<file path="config.mk">
export PLATFORM = sky130hd
export DESIGN_NAME = stage_reg
export DESIGN_NICKNAME = d
export VERILOG_FILES = /design/src/rtl/stage_reg.sv
export SDC_FILE = /design/constraint.sdc
export NUM_CORES = 1
export LEC_CHECK = 0
export CAP_MARGIN = 25
export CORE_MARGIN = 2
export CORE_UTILIZATION = 40
export DETAILED_ROUTE_END_ITERATION = 10
export MAX_ROUTING_LAYER = met4
export PLACE_DENSITY = 0.83
export SYNTH_ARGS = -nofsm -noshare
export SYNTH_HDL_FRONTEND = slang
export SYNTH_SLANG_ARGS = --single-unit
</file>
<file path="constraint.sdc">
create_clock -name clk -period 2.7 [get_ports clk]
set_clock_uncertainty 0.2 [all_clocks]
set_input_delay 0.405 -clock clk [delete_from_list [all_inputs] [get_ports clk]]
set_output_delay 0.405 -clock clk [all_outputs]
set_load 0.005 [all_outputs]
</file>
<file path="src/rtl/stage_reg.sv">
module stage_reg #(
  parameter int W = 20,
  parameter logic [W-1:0] EMPTY_PAT = {4'h1, {(W-8){1'b1}}, 4'h0}
) (
  input  logic         clk,
  input  logic         rst,
  input  logic         hold,
  input  logic         squash,
  input  logic [W-1:0] d,
  output logic [W-1:0] q,
  output logic         err
);

  logic [W-1:0] nxt;
  logic         clash;

  assign clash = hold & squash;
  assign nxt   = hold ? q : (squash ? EMPTY_PAT : d);

  always_ff @(posedge clk) begin
    if (rst) begin
      q   <= EMPTY_PAT;
      err <= 1'b0;
    end else begin
      q   <= nxt;
      err <= err | clash;
    end
  end

  logic seen;
  always_ff @(posedge clk) seen <= 1'b1;

  p_load_r1: assert property (@(posedge clk) disable iff (rst || !seen)
    (!hold && !squash) |=> (q == $past(d)));
  p_keep_r2: assert property (@(posedge clk) disable iff (rst || !seen)
    hold |=> $stable(q));
  p_empty_r3: assert property (@(posedge clk) disable iff (rst || !seen)
    (!hold && squash) |=> (q == EMPTY_PAT));
  p_reset_r4: assert property (@(posedge clk)
    (seen && rst) |=> (q == EMPTY_PAT && !err));
  p_flag_r5: assert property (@(posedge clk) disable iff (rst || !seen)
    (hold && squash) |=> err);
  p_sticky_r6: assert property (@(posedge clk) disable iff (rst || !seen)
    err |=> err);

endmodule

</file>
==> results.sh <==
export IMPL_status="finished, final reports clean"
export IMPL_fmax_mhz=565.3
export IMPL_min_to="q[19]$_SDFFE_PP0N_"
export IMPL_drt_drc_violations_left=0
export IMPL_drive_above_1_share=0.03704
export IMPL_critPathBufInv=1
export IMPL_fin_area_um2=1281
export IMPL_layout_cells_non_filler=162
export IMPL_slew_viol_final=0
export IMPL_setup_viol=0
export IMPL_first_pass_iters=5
export IMPL_fin_nets=160
export IMPL_critPathCaptureType="output pin"
export IMPL_power_share_clock=0.249
export IMPL_powerDensity_nw_per_um2=446.8
export IMPL_dp_cells=158
export IMPL_antenna_cells=0
export IMPL_slowest_stage="clkdlybuf4s50_1"
export IMPL_netlist_top_cells_area="dfxtp_1, nor3b_1, a21oi_1"
export IMPL_slowest_delay_ns=0.51
export IMPL_hold_slack_ns=0.2730
export IMPL_root_buffer="clkbuf_4"
export IMPL_required_ns=2.10
export IMPL_rsz0062_at_grt="false"
export IMPL_synth_top_cell_by_area="dfxtp_1"
export IMPL_combPwrFrac=0.176
export IMPL_path_delay_family="buffers and inverters"
export IMPL_hold_buffers=0
export IMPL_cts_htree_levels=1
export IMPL_setup_tns_ns=0
export IMPL_multi_input_area_um2=345.3
export IMPL_numCtsBuffers=3
export IMPL_syn_instance_count=93
export IMPL_fp_row_count=16
export IMPL_placed_area_um2=1255
export IMPL_start_kind="register"
export IMPL_rr_worst_depth=2
export IMPL_dieArea_um2=2382
export IMPL_antenna_found_initial=0
export IMPL_route_met3_wl_um=129
export IMPL_synth_nets=117
export IMPL_yosys_register_bits=21
export IMPL_cp_startpoint="q[10]$_SDFFE_PP1N_"
export IMPL_cts_tree="yes"
export IMPL_p_leak_uw=0.0004536
export IMPL_grt_max_degree=25
export IMPL_dieWidth_um=48.81
export IMPL_vias=787
export IMPL_initial_utilization=0.4180
export IMPL_io_pins=45
export IMPL_fp_coreArea_um2=1922
export IMPL_yosysTopAreaCellShare=0.5234
export IMPL_regToRegSetupSlack_ns=1.76
export IMPL_dr_first_iter_drc_count=9
export IMPL_slew_headroom=0.4340
export IMPL_finalWorstSetupSlack_ns=0.9309
export IMPL_power_internal_uw=445.1
export IMPL_hold_class="register to register"
export IMPL_postRouteAntennaNets=0
export IMPL_clock_sinks=21
export IMPL_worst_pin_slew_ns=0.8459
export IMPL_grt_pass1_wl_um=3298
export IMPL_die_h_um=48.81
export IMPL_min_from="q[19]$_SDFFE_PP0N_"
export IMPL_clkLatencyLatePin_ns=0.29
export IMPL_wl_um=1967
export IMPL_vdd_drop_max_uv=276.7
export IMPL_postCtsSetupBuffers=0
export IMPL_dp_slack_ns=0.6328
export IMPL_r2r_start="q[13]$_SDFFE_PP1N_"
export IMPL_cts_resized=0
export IMPL_dp_hpwl_um=1417
export IMPL_area_growth_pct=59.50
export IMPL_grt_overflow_total=0
export IMPL_switching_share=0.2224
export IMPL_clkTransAtPathRegs_ns=0.11
export IMPL_vias_per_cell=4.858
export IMPL_route_met2_wl_um=924
export IMPL_grt_pass1_vias=751
export IMPL_critPathKind="register to output pin"
export IMPL_whs_path_depth=2
export IMPL_finalHoldViolCount=0
export IMPL_worstPathMaxFanout=2
export IMPL_ys_seq_area_frac=0.5234
export IMPL_crit_arrival_ns=1.16
export IMPL_routabilityCongestion=0.7448
export IMPL_period_share=0.6552
export IMPL_crit_chain="clkdlybuf4s50_1"
export IMPL_fin_crit_ns=1.769
export IMPL_routed_top_layer="met4"
export IMPL_synth_cell_types=11
export IMPL_port_buffer_count=44
export IMPL_regArea_um2=420.4
export IMPL_power_switching_uw=127.3
export IMPL_clock_path_buffers=2
export IMPL_synth_area_um2=803.3
export IMPL_wire_per_inst_um=12.14
export IMPL_nFillCells=167
export IMPL_yosys_warnings=0
export IMPL_met1Wirelength_um=891
export IMPL_cap_violations=0
export IMPL_grt_usage=0.1791
export IMPL_syn_avg_cell_area_um2=8.637
export IMPL_rr_endpoint="q[13]$_SDFFE_PP1N_"
export IMPL_p_seq_frac=0.575
==> through the flow <==
stage / utilization / total power [uW]
2_1_floorplan: - / 371.9
3_3_place_gp: 0.6530 / 434.9
3_5_place_dp: 0.6530 / 437.0
4_1_cts: 0.6667 / 582.3
5_1_grt: 0.6667 / 599.9
6_report: 0.6667 / 572.4
==> final cells by class <==
type                       count  area share
timing repair buffer          46      0.3555
sequential                    21      0.3281
multi-input combinational     64      0.2695
tap                           27     0.02637
clock buffer                   4     0.02051
==> power by group through the flow <==
stage               sequential (uW)  combinational [uW]  clock (uW)
finish                          329                 101         143
global route                    331                 109         160
CTS                             329                 102         151
detailed placement              336                 101           0
global placement                336                98.9           0
floorplan                       337                34.9           0
==> synthesized netlist by cell type <==
master / count
or3b_1: 1
or2_1: 1
o22ai_1: 6
dfxtp_1: 21
nand2b_1: 6
a21oi_1: 15
nor3b_1: 13
clkbuf_1: 2
nand2_1: 7
nor2_1: 15
buf_2: 6
==> metal layers <==
| layer | global-route usage | up-vias |
|---|---|---|
| met1 | 0.2205 | 352 |
| met4 | 0.05714 | 0 |
| met2 | 0.2945 | 34 |
| met3 | 0.03681 | 3 |
| li1 | - | 398 |
| met5 | - | - |
==> registers in the layout, indices dropped and copies added (netlist names) <==
name / cells
q: 20
err: 1
==> layout by cell type (no fill, tap or decap) <==
cell | synthesis | routed
clkdlybuf4s50_1 | 0 | 44
dfxtp_1 | 21 | 21
nor2_1 | 15 | 15
a21oi_1 | 15 | 15
nor3b_1 | 13 | 13
nand2_1 | 7 | 7
nand2b_1 | 6 | 6
o22ai_1 | 6 | 6
clkbuf_4 | 0 | 3
buf_4 | 0 | 2
or2_1 | 1 | 1
or3b_1 | 1 | 1
clkbuf_1 | 2 | 1
==> cell families (layout without fill, tap and decap cells) <==
kind of cell    after synthesis  in the layout  share of synthesized area
compound gates               21             21                     0.1402
simple gates                 43             43                     0.2897
buf+inv                       8             50                    0.04673
flops                        21             21                     0.5234
==> worst max-delay path by stage <==
stage | to | slack (ns) | cells past startpoint
2_1_floorplan | q[10]$_SDFFE_PP1N_ | 1.53 | 3
3_3_place_gp | q[13]$_SDFFE_PP1N_ | 0.70 | 3
3_5_place_dp | q[5]$_SDFFE_PP1N_ | 0.63 | 4
4_1_cts | q[10] | 0.92 | 1
5_1_grt | q[4]$_SDFFE_PP1N_ | 0.80 | 4
6_report | q[10] | 0.93 | 1
Note: power is estimated with default switching activity, not from simulation.
